## src/rtl/dbgwire_pkg.sv

```systemverilog
package dbgwire_pkg;

  typedef enum logic [2:0] {
    CLS_BARE   = 3'd0,
    CLS_MEM_RD = 3'd1,
    CLS_MEM_WR = 3'd2,
    CLS_FW_RD  = 3'd3,
    CLS_FW_WR  = 3'd4,
    CLS_RESUME = 3'd5
  } cls_e;

  typedef enum logic [2:0] {
    PH_IDLE, PH_OPC, PH_ADR, PH_WDT, PH_WAIT, PH_RDT
  } phase_e;

  function automatic logic cls_has_addr(input logic [2:0] c);
    return (c == CLS_MEM_RD) || (c == CLS_MEM_WR);
  endfunction

  function automatic logic cls_has_wdata(input logic [2:0] c);
    return (c == CLS_MEM_WR) || (c == CLS_FW_WR);
  endfunction

  function automatic logic cls_is_read(input logic [2:0] c);
    return (c == CLS_MEM_RD) || (c == CLS_FW_RD);
  endfunction

  function automatic logic cls_has_wait(input logic [2:0] c);
    return (c >= CLS_MEM_RD) && (c <= CLS_RESUME);
  endfunction

  // Bus periods to wait for a class; 0 for classes without a wait.
  function automatic int unsigned wait_ticks(input logic [2:0] c, input int unsigned mem,
                                             input int unsigned srd, input int unsigned swr,
                                             input int unsigned res);
    case (c)
      CLS_MEM_RD, CLS_MEM_WR: return mem;
      CLS_FW_RD:              return srd;
      CLS_FW_WR:              return swr;
      CLS_RESUME:             return res;
      default:                return 0;
    endcase
  endfunction

  // Target periods the host holds the line low in one cell.
  function automatic int unsigned cell_low(input logic rx, input logic b,
                                           input int unsigned one_tc, input int unsigned zero_tc);
    if (rx || b) return one_tc;
    return zero_tc;
  endfunction

  // Phase that follows the current one once it finishes.
  function automatic phase_e next_phase(input phase_e p, input logic [2:0] c);
    phase_e n;
    n = PH_IDLE;
    case (p)
      PH_OPC: begin
        if (cls_has_addr(c))       n = PH_ADR;
        else if (cls_has_wdata(c)) n = PH_WDT;
        else if (cls_has_wait(c))  n = PH_WAIT;
      end
      PH_ADR:  n = cls_has_wdata(c) ? PH_WDT : PH_WAIT;
      PH_WDT:  n = PH_WAIT;
      PH_WAIT: n = cls_is_read(c) ? PH_RDT : PH_IDLE;
      default: n = PH_IDLE;
    endcase
    return n;
  endfunction

endpackage

```

## src/rtl/dbgwire_tick.sv

```systemverilog
module dbgwire_tick #(
  parameter int DIV_W = 8
) (
  input  logic             clk,
  input  logic             rst,
  input  logic             clr,
  input  logic [DIV_W-1:0] div,
  output logic             tick
);
  logic [DIV_W-1:0] cnt;
  logic [DIV_W-1:0] lim;

  assign lim  = (div == '0) ? DIV_W'(1) : div;
  assign tick = (cnt >= lim - DIV_W'(1));

  always_ff @(posedge clk) begin
    if (rst || clr)  cnt <= '0;
    else if (tick)   cnt <= '0;
    else             cnt <= cnt + DIV_W'(1);
  end
endmodule

```

## src/rtl/dbgwire_cell.sv

```systemverilog
module dbgwire_cell
  import dbgwire_pkg::*;
#(
  parameter int CELL_TC   = 16,
  parameter int ONE_TC    = 4,
  parameter int ZERO_TC   = 13,
  parameter int SAMPLE_TC = 10
) (
  input  logic clk,
  input  logic rst,
  input  logic go,
  input  logic tx_bit,
  input  logic rx_mode,
  input  logic ttick,
  input  logic line_lvl,
  output logic drive_low,
  output logic cell_done,
  output logic rx_bit
);
  localparam int TC_W = $clog2(CELL_TC + 1);

  logic [TC_W-1:0] tc;
  logic [TC_W-1:0] low_tc;
  logic            act;
  logic            mode_rx;
  logic            bit_q;

  assign low_tc    = TC_W'(cell_low(mode_rx, bit_q, ONE_TC, ZERO_TC));
  assign drive_low = act && (tc < low_tc);

  always_ff @(posedge clk) begin
    if (rst) begin
      act       <= 1'b0;
      tc        <= '0;
      mode_rx   <= 1'b0;
      bit_q     <= 1'b0;
      rx_bit    <= 1'b0;
      cell_done <= 1'b0;
    end else begin
      cell_done <= 1'b0;
      if (go) begin
        act     <= 1'b1;
        tc      <= '0;
        mode_rx <= rx_mode;
        bit_q   <= tx_bit;
      end else if (act && ttick) begin
        if (mode_rx && tc == TC_W'(SAMPLE_TC - 1)) rx_bit <= line_lvl;
        if (tc == TC_W'(CELL_TC - 1)) begin
          act       <= 1'b0;
          tc        <= '0;
          cell_done <= 1'b1;
        end else begin
          tc <= tc + TC_W'(1);
        end
      end
    end
  end
endmodule

```

## src/rtl/dbgwire_wait.sv

```systemverilog
module dbgwire_wait #(
  parameter int DLY_W = 9
) (
  input  logic             clk,
  input  logic             rst,
  input  logic             load,
  input  logic [DLY_W-1:0] len,
  input  logic             btick,
  output logic             expired,
  output logic             running
);
  logic [DLY_W-1:0] cnt;

  assign running = (cnt != '0);

  always_ff @(posedge clk) begin
    if (rst) begin
      cnt     <= '0;
      expired <= 1'b0;
    end else begin
      expired <= 1'b0;
      if (load) begin
        cnt <= len;
      end else if (running && btick) begin
        cnt <= cnt - DLY_W'(1);
        if (cnt == DLY_W'(1)) expired <= 1'b1;
      end
    end
  end
endmodule

```

## src/rtl/dbgwire_seq.sv

```systemverilog
module dbgwire_seq
  import dbgwire_pkg::*;
#(
  parameter int DIV_W      = 8,
  parameter int OP_W       = 8,
  parameter int DATA_W     = 16,
  parameter int CELL_TC    = 16,
  parameter int ONE_TC     = 4,
  parameter int ZERO_TC    = 13,
  parameter int SAMPLE_TC  = 10,
  parameter int DLY_MEM    = 150,
  parameter int DLY_RESUME = 76,
  parameter int DLY_SRD    = 48,
  parameter int DLY_SWR    = 36
) (
  input  logic              clk,
  input  logic              rst,
  input  logic [DIV_W-1:0]  bus_div,
  input  logic [DIV_W-1:0]  tgt_div,
  input  logic              req,
  input  logic [OP_W-1:0]   cmd_op,
  input  logic [2:0]        cmd_cls,
  input  logic [DATA_W-1:0] cmd_addr,
  input  logic [DATA_W-1:0] cmd_wdata,
  output logic              busy,
  output logic              done,
  output logic [DATA_W-1:0] rdata,
  output logic              line_oe,
  input  logic              line_in
);
  localparam int DLY_W = $clog2(DLY_MEM + DLY_RESUME + DLY_SRD + DLY_SWR + 1);
  localparam int BIT_W = $clog2(DATA_W) + 1;

  phase_e            ph;
  phase_e            nxt;
  logic [2:0]        cls_q;
  logic [DATA_W-1:0] addr_q;
  logic [DATA_W-1:0] wdata_q;
  logic [DATA_W-1:0] sh;
  logic [DATA_W-1:0] rxsh;
  logic [BIT_W-1:0]  left;
  logic              fire;
  logic              wait_go;
  logic [1:0]        sync;

  // Named internal events
  logic ttick, btick;
  logic cell_done, rx_bit, drive_low;
  logic dly_exp, dly_run;
  logic in_field, last_cell, advance;
  logic [DLY_W-1:0] wait_len;

  assign in_field  = (ph == PH_OPC) || (ph == PH_ADR) || (ph == PH_WDT) || (ph == PH_RDT);
  assign last_cell = in_field && cell_done && (left == BIT_W'(1));
  assign advance   = last_cell || ((ph == PH_WAIT) && dly_exp);
  assign nxt       = next_phase(ph, cls_q);
  assign wait_len  = DLY_W'(wait_ticks(cls_q, DLY_MEM, DLY_SRD, DLY_SWR, DLY_RESUME));

  assign busy    = (ph != PH_IDLE);
  assign line_oe = drive_low;

  always_ff @(posedge clk) begin
    if (rst) sync <= 2'b11;
    else     sync <= {sync[0], line_in};
  end

  dbgwire_tick #(.DIV_W(DIV_W)) u_tdiv (
    .clk(clk), .rst(rst), .clr(fire), .div(tgt_div), .tick(ttick)
  );

  dbgwire_tick #(.DIV_W(DIV_W)) u_bdiv (
    .clk(clk), .rst(rst), .clr(wait_go), .div(bus_div), .tick(btick)
  );

  dbgwire_cell #(
    .CELL_TC(CELL_TC), .ONE_TC(ONE_TC), .ZERO_TC(ZERO_TC), .SAMPLE_TC(SAMPLE_TC)
  ) u_cell (
    .clk(clk), .rst(rst), .go(fire), .tx_bit(sh[DATA_W-1]),
    .rx_mode(ph == PH_RDT), .ttick(ttick), .line_lvl(sync[1]),
    .drive_low(drive_low), .cell_done(cell_done), .rx_bit(rx_bit)
  );

  dbgwire_wait #(.DLY_W(DLY_W)) u_wait (
    .clk(clk), .rst(rst), .load(wait_go), .len(wait_len), .btick(btick),
    .expired(dly_exp), .running(dly_run)
  );

  always_ff @(posedge clk) begin
    if (rst) begin
      ph      <= PH_IDLE;
      cls_q   <= '0;
      addr_q  <= '0;
      wdata_q <= '0;
      sh      <= '0;
      rxsh    <= '0;
      left    <= '0;
      fire    <= 1'b0;
      wait_go <= 1'b0;
      done    <= 1'b0;
      rdata   <= '0;
    end else begin
      fire    <= 1'b0;
      wait_go <= 1'b0;
      done    <= 1'b0;
      if (ph == PH_IDLE) begin
        if (req) begin
          cls_q   <= cmd_cls;
          addr_q  <= cmd_addr;
          wdata_q <= cmd_wdata;
          sh      <= {cmd_op, {(DATA_W-OP_W){1'b0}}};
          rxsh    <= '0;
          left    <= BIT_W'(OP_W);
          ph      <= PH_OPC;
          fire    <= 1'b1;
        end
      end else if (advance) begin
        ph <= nxt;
        case (nxt)
          PH_ADR: begin sh <= addr_q;  left <= BIT_W'(DATA_W); fire <= 1'b1; end
          PH_WDT: begin sh <= wdata_q; left <= BIT_W'(DATA_W); fire <= 1'b1; end
          PH_RDT: begin left <= BIT_W'(DATA_W); fire <= 1'b1; end
          PH_WAIT: wait_go <= 1'b1;
          default: begin
            done <= 1'b1;
            if (cls_is_read(cls_q)) rdata <= {rxsh[DATA_W-2:0], rx_bit};
          end
        endcase
      end else if (in_field && cell_done) begin
        sh   <= sh << 1;
        left <= left - BIT_W'(1);
        fire <= 1'b1;
        if (ph == PH_RDT) rxsh <= {rxsh[DATA_W-2:0], rx_bit};
      end
    end
  end
endmodule

```

## config.mk

```make
export PLATFORM = sky130hd
export DESIGN_NAME = dbgwire_seq
export DESIGN_NICKNAME = d
export VERILOG_FILES = /design/src/rtl/dbgwire_pkg.sv /design/src/rtl/dbgwire_tick.sv /design/src/rtl/dbgwire_cell.sv /design/src/rtl/dbgwire_wait.sv /design/src/rtl/dbgwire_seq.sv
export SDC_FILE = /design/constraint.sdc
export NUM_CORES = 1
export LEC_CHECK = 0
export ABC_AREA = 1
export BUFFER_PORTS_ARGS = -buffer_cell sky130_fd_sc_hd__buf_4
export CELL_PAD_IN_SITES_DETAIL_PLACEMENT = 1
export CELL_PAD_IN_SITES_GLOBAL_PLACEMENT = 2
export CORE_MARGIN = 2
export CORE_UTILIZATION = 25
export CTS_CLUSTER_DIAMETER = 30
export DETAILED_ROUTE_END_ITERATION = 6
export GPL_TIMING_DRIVEN = 0
export MAX_ROUTING_LAYER = met4
export PLACE_DENSITY_LB_ADDON = 0.12
export SLEW_MARGIN = 0
export SYNTH_ARGS = -nofsm -noshare
export SYNTH_HDL_FRONTEND = slang
export SYNTH_SLANG_ARGS = --single-unit
```

## constraint.sdc

```tcl
create_clock -name clk -period 4.21 [get_ports clk]
set_clock_uncertainty 0.05 [all_clocks]
set_input_delay 0.6315 -clock clk [delete_from_list [all_inputs] [get_ports clk]]
set_output_delay 0.6315 -clock clk [all_outputs]
set_load 0.02 [all_outputs]
```

==> results of run 1 <==
==> worst max-delay path: stages <==
cell	delay (ns)
buf_4	0.10
nor2_1	0.06
nand2_1	0.06
nor2_1	0.04
a21oi_1	0.28
ha_1	0.25
nand2_1	0.09
nor3_1	0.20
xnor2_1	0.10
ha_1	0.27
nand2_1	0.06
nor2_1	0.16
nand4_1	0.12
nand3_1	0.12
nand2_1	0.19
nand2_1	0.14
clkbuf_1	0.38
nand2_1	0.09
nand2_1	0.08
nor2_1	0.04
==> per-layer routing <==
metal	up-vias	track usage
met1	2867	0.2094
li1	3207	-
met3	20	0.03440
met4	0	0.04229
met5	-	-
met2	76	0.2588
==> flip-flops by register name (all words and copies together) (netlist names), 2 cells and up <==
name        flops
cls_q           3
ph              3
sh             16
wdata_q        16
u_bdiv.cnt      8
u_tdiv.cnt      8
addr_q         16
rxsh           15
u_wait.cnt      9
left            5
u_cell.tc       5
rdata          16
sync            2
==> cell usage in the layout (no fill, tap or decap), types with 22 or more instances in the layout <==
cell type | synthesis | routed
nand2_1 | 195 | 195
buf_4 | 2 | 82
ha_1 | 27 | 27
dfxtp_1 | 131 | 131
nand3_1 | 75 | 75
o21ai_0 | 58 | 58
nor2_1 | 93 | 93
inv_1 | 88 | 88
clkbuf_1 | 21 | 22
a21oi_1 | 108 | 108
==> logic make-up after synthesis <==
group	Yosys count	share of synthesized area
AOI/OAI and AO/OA	197	0.1631
xor gates and xnor gates	20	0.02705
adders and majority gates	27	0.05216
buffers and inverters	132	0.08192
DFF	131	0.4049
and+or+nand+nor	406	0.2709
==> layout make-up <==
type / count / share of cell area
tap: 330 / 0.05098
timing repair buffer: 80 / 0.07415
clock inverter: 14 / 0.02225
clock buffer: 18 / 0.05299
buffer: 39 / 0.02240
multi-input combinational: 650 / 0.4103
sequential: 131 / 0.3238
inverter: 93 / 0.04310
==> report_power, final <==
group          internal, uW  total, uW  switching [uW]
logic                   144        380             236
clock network           939       1560             619
registers              1300       1340            37.7
==> worst paths after layout <==
kind,cells past startpoint,end,slack [ns],start
max,20,u_wait.cnt[4],1.01,bus_div[2]
min,2,sync[0],0.35,line_in
max reg2reg,7,fire,1.98,ph[0]
min reg2reg,1,sync[1],0.36,sync[0]
==> per-stage QoR <==
| step | std cells | total power [uW] | hold WS, ns | instance area (um2) |
|---|---|---|---|---|
| after global routing | 1355 | 3457 | 0.3520 | 8099 |
| after CTS | 1355 | 3352 | 0.3416 | 8099 |
| after global placement | 1323 | 1753 | 0.3429 | 7490 |
| final | 1355 | 3278 | 0.3536 | 8099 |
| after detailed placement | 1323 | 1758 | 0.3484 | 7490 |
| after floorplan | 913 | 1602 | 0.3395 | 6476 |
==> impl_metrics.py, run 1 <==
metrics = {
    "global_route": {
        "grt_pass1_wl_um": 32880,
        "grt_max_degree": 17,
        "grt_pass1_vias": 6197,
        "grt_usage": 0.1624,
        "antenna_found_initial": 0,
        "grt_overflow": 0,
    },
    "yosys": {
        "seq_area_frac_synth": 0.4049,
        "synth_edf_count": 0,
        "syn-mean-instance-area_um2": 7.093,
        "synth_common_cells": "195 x nand2_1, 131 x dfxtp_1, 108 x a21oi_1, 93 x nor2_1, 88 x inv_1",
        "async_flop_share": 0,
        "ys_warn_count": 0,
        "synth_top_cell_by_area": "dfxtp_1",
        "synth_cells": 913,
        "ys_top_cells_by_area": "dfxtp_1 40%, nand2_1 11%, a21oi_1 8.3%",
        "yosys_register_bits": 131,
        "synth.distinct_cells": 41,
        "synth_most_common_cell": "nand2_1",
        "synthFlopType": "dfxtp_1",
        "yosysTopAreaCellShare": 0.4049,
        "synth_area_um2": 6476,
        "syn_nets": 1003,
    },
    "worst_setup_path": {
        "endpoint_kind": "register",
        "crit_type": "input pin to register",
        "worstPathMaxFanout": 10,
        "start_kind": "input pin",
        "crit_arrival_ns": 3.47,
        "required_ns": 4.48,
    },
    "cells_and_area": {
        "finish.utilization": 0.3198,
        "area_growth_pct": 25.06,
        "antennaDiodeCount": 0,
        "nFillCells": 3131,
        "layout.nets": 1102,
        "multi_input_area_um2": 3323,
        "drive_above_1_share": 0.1424,
        "seqCellArea_um2": 2623,
    },
    "power": {
        "vdd_drop_max_mv": 0.2840,
        "cellPowerDensity_nw_per_um2": 404.8,
        "leakagePower_uw": 0.003488,
    },
    "routing": {
        "final_antenna_net_count": 0,
        "met3_length_um": 582,
        "wl_met1_um": 10100,
        "firstDrtPassIters": 4,
        "drcViolationCount": 0,
        "dr.max_layer_used": "met4",
        "wl_per_cell_um": 14.98,
        "drt-total-wl_um": 20300,
        "drt_iter0_drc": 221,
        "via_per_inst": 4.554,
        "wl_met2_um": 9343,
        "via_count": 6170,
    },
    "flow_run": {
        "maxCapViolCount": 0,
    },
    "floorplanning": {
        "coreArea_um2": 25330,
        "initial_core_util": 0.2557,
        "ios": 82,
        "die_x_um": 165.0,
        "num_rows": 58,
        "die-area_um2": 27210,
        "die_h_um": 165.0,
    },
    "place": {
        "place_hpwl_um": 14880,
        "gp_congestion": 0.7769,
        "dp_worst_setup_slack_ns": 0.4818,
        "io_buffers": 80,
    },
    "sta": {
        "maxSlewHeadroom": 0.4848,
        "max_freq_ghz": 0.3128,
        "setup-violations-final": 0,
        "rsz0062_at_grt": "no",
        "final.setup.tns_ns": 0,
        "finalCritPeriodShare": 0.7594,
        "slew_viol_final": 0,
        "fin_crit_ns": 3.197,
        "fin_ws_ns": 1.013,
        "hold_viol": 0,
        "tightestPinTransition_ns": 0.7729,
    },
    "clock_network": {
        "cts-htree-levels": 4,
        "post_cts_resized": 0,
        "cts_tree": "yes",
        "cts_buffer_depth": 2,
        "clk_latency_ns": 0.44,
        "cts_root_buffer": "clkbuf_16",
        "hold_buffers": 0,
        "postCtsSetupBuffers": 0,
        "cts_sinks": 131,
        "path_clk_slew_ns": 0.06,
        "cts_made_buffers": 17,
    },
    "outcome": {
        "status": "completed",
    },
    "worst_hold_path": {
        "hold_path.class": "input pin to register",
    },
}
Note: power is estimated with default switching activity, not from simulation.
==> run 2, diff against run 1 <==
Settings changed: ABC_AREA 1 to 0.
Clock period 4.21 ns to 3.1 ns, I/O delays scaled along.
==> run 2 against run 1 <==
Effect of this change: sequential share of layout area is 0.16 points lower; largest cell class unchanged; synthesized cell count fell by 14%; critical endpoint is now u_wait.cnt[5]; combinational power grew 21%; register-to-register slack worse by 1.8 ns; clock power is 29% higher; clock-buffer cell count up 5; non-clock buffer count up 15; area after synthesis down 1.1%; core utilization increased by 0.35 points; global-route usage is 0.67 points lower.
==> impl_metrics.py, run 2 <==
metrics = {
    "worst_setup_path": {
        "cp_slowest_cell": "nor4_1",
        "endpoint_kind": "register",
        "crit_arrival_ns": 3.16,
        "cpPeakStageDelay_ns": 0.35,
        "crit_chain": "buf_4 > nor4_4 > nand2_1 > o21ai_2 > inv_1 > ha_1 > xnor2_1 > ha_1 > nand2_1 > o21ai_1 > a21oi_4 > buf_4 > nor4_1 > xnor2_1 > a21oi_1",
        "crit_type": "input pin to register",
        "start_kind": "input pin",
        "required_ns": 3.35,
        "worstPathMaxFanout": 5,
    },
    "global_route": {
        "grt_pass1_vias": 6229,
        "grt_pass1_wl_um": 31790,
        "grt_usage": 0.1556,
        "antenna_found_initial": 0,
        "grt_max_degree": 17,
        "grt_overflow": 0,
    },
    "routing": {
        "firstDrtPassIters": 4,
        "met3_length_um": 549,
        "via_count": 5814,
        "drt_iter0_drc": 181,
        "wl_met1_um": 9319,
        "wl_met2_um": 9551,
        "drt-total-wl_um": 19580,
        "via_per_inst": 4.704,
        "drcViolationCount": 0,
        "dr.max_layer_used": "met4",
        "wl_per_cell_um": 15.84,
        "final_antenna_net_count": 0,
    },
    "clock_network": {
        "cts-htree-levels": 4,
        "path_clk_slew_ns": 0.06,
        "cts_made_buffers": 17,
        "cts_tree": "yes",
        "clk_latency_ns": 0.42,
        "hold_buffers": 0,
        "cts_sinks": 131,
        "cts_root_buffer": "clkbuf_16",
        "cts_buffer_depth": 2,
    },
    "yosys": {
        "ys_top_cells_by_area": "dfxtp_1 41%, nand2_1 7.2%, a21oi_1 6.1%",
        "yosys_register_bits": 131,
        "syn_nets": 877,
        "ys_warn_count": 0,
        "synth_area_um2": 6406,
        "synth_common_cells": "131 x dfxtp_1, 123 x nand2_1, 85 x nor2_1, 78 x a21oi_1, 42 x nand3_1",
        "synth.distinct_cells": 59,
        "yosysTopAreaCellShare": 0.4094,
        "syn-mean-instance-area_um2": 8.140,
        "synth_most_common_cell": "dfxtp_1",
        "synth_cells": 787,
        "async_flop_share": 0,
        "seq_area_frac_synth": 0.4094,
        "synth_edf_count": 0,
        "synth_top_cell_by_area": "dfxtp_1",
        "synthFlopType": "dfxtp_1",
    },
    "floorplanning": {
        "num_rows": 58,
        "die-area_um2": 26920,
        "coreArea_um2": 25180,
        "initial_core_util": 0.2544,
        "die_x_um": 164.1,
        "ios": 82,
        "die_h_um": 164.1,
    },
    "outcome": {
        "status": "completed",
    },
    "sta": {
        "max_freq_ghz": 0.3426,
        "maxSlewHeadroom": 0.4355,
        "fin_crit_ns": 2.919,
        "rsz0062_at_grt": "no",
        "finalCritPeriodShare": 0.9415,
        "setup-violations-final": 0,
        "tightestPinTransition_ns": 0.8468,
        "slew_viol_final": 0,
        "hold_viol": 0,
    },
    "cells_and_area": {
        "area_growth_pct": 27.07,
        "final_area_um2": 8140,
        "final_common_cell": "dfxtp_1",
        "drive_above_1_share": 0.1777,
        "layout.nets": 984,
        "fin_cells": 1236,
        "final_cell_mix": "131 x dfxtp_1, 122 x nand2_1, 91 x buf_4",
        "finish.utilization": 0.3233,
        "antennaDiodeCount": 0,
    },
    "power": {
        "leakagePower_uw": 0.003389,
        "vdd_drop_max_mv": 0.3143,
        "cellPowerDensity_nw_per_um2": 523.4,
    },
    "place": {
        "place_hpwl_um": 14690,
        "place_inst": 1198,
        "io_buffers": 81,
        "post_dp_cell_area_um2": 7427,
        "gp_congestion": 0.7991,
    },
    "worst_hold_path": {
        "hold_path.class": "input pin to register",
    },
    "flow_run": {
        "maxCapViolCount": 0,
    },
}
==> run 2: cell families after synthesis <==
family,share of synthesized area
adders and majority gates,0.05273
and+or+nand+nor,0.2584
xor gates and xnor gates,0.03691
AOI/OAI and AO/OA,0.1412
muxes,0.05469
DFF,0.4094
buffers and inverters,0.04668
==> run 2: final cells by class <==
type | count | area, um2
timing repair buffer | 89 | 668.1
inverter | 22 | 82.58
multi-input combinational | 588 | 3560
buffer | 45 | 214.0
sequential | 131 | 2623
fill | 2965 | 17040
tap | 330 | 412.9
clock buffer | 23 | 478.0
clock inverter | 8 | 102.6
==> run 2: path summary, 6_finish.rpt <==
path	from	to	slack (ns)	depth (start not counted)
worst min-delay path	line_in	sync[0]	0.19	2
worst max register to register	ph[1]	sh[10]	0.22	9
worst min register to register	sync[0]	sync[1]	0.36	1
worst max-delay path	bus_div[1]	u_wait.cnt[5]	0.18	15
==> run 2: per-stage QoR <==
step	power (uW)	setup slack (ns)	setup TNS [ns]	hold slack (ns)
global route	4460	0.008540	0	0.1709
finish	4261	0.1813	0	0.1897
global placement	2253	-0.6894	-14.35	0.3527
floorplan	2072	0.007837	0	0.3395
CTS	4315	0.03319	0	0.1730
detailed placement	2268	-0.8268	-19.12	0.3545
==> run 2: critical path, delay by kind of cell <==
kind | cells | cell delay, ns
and+or+nand+nor | 4 | 0.88
buffers and inverters | 3 | 0.39
AOI/OAI and AO/OA | 4 | 0.61
xor gates and xnor gates | 2 | 0.30
adders and majority gates | 2 | 0.50
==> run 2: report_power, final <==
part	leakage (uW)	internal, uW	total [uW]	switching [uW]
Combinational	0.00205	184	458	275
Sequential	0.00106	1740	1780	40.0
Clock	0.000279	1240	2020	779
Total	0.00339	3170	4260	1090
==> run 2: metal layers <==
metal | global-route usage | vias up
met3 | 0.03182 | 10
met4 | 0.03668 | 0
met1 | 0.1888 | 2769
met2 | 0.2649 | 79
met5 | - | -
li1 | - | 2956
==> run 2: timing repair <==
item,in CTS,in global routing
pin swaps,2,2
gates resized for setup,8,13
setup buffers,3,5
gates cloned,0,0
endpoints found under the setup margin,23,38
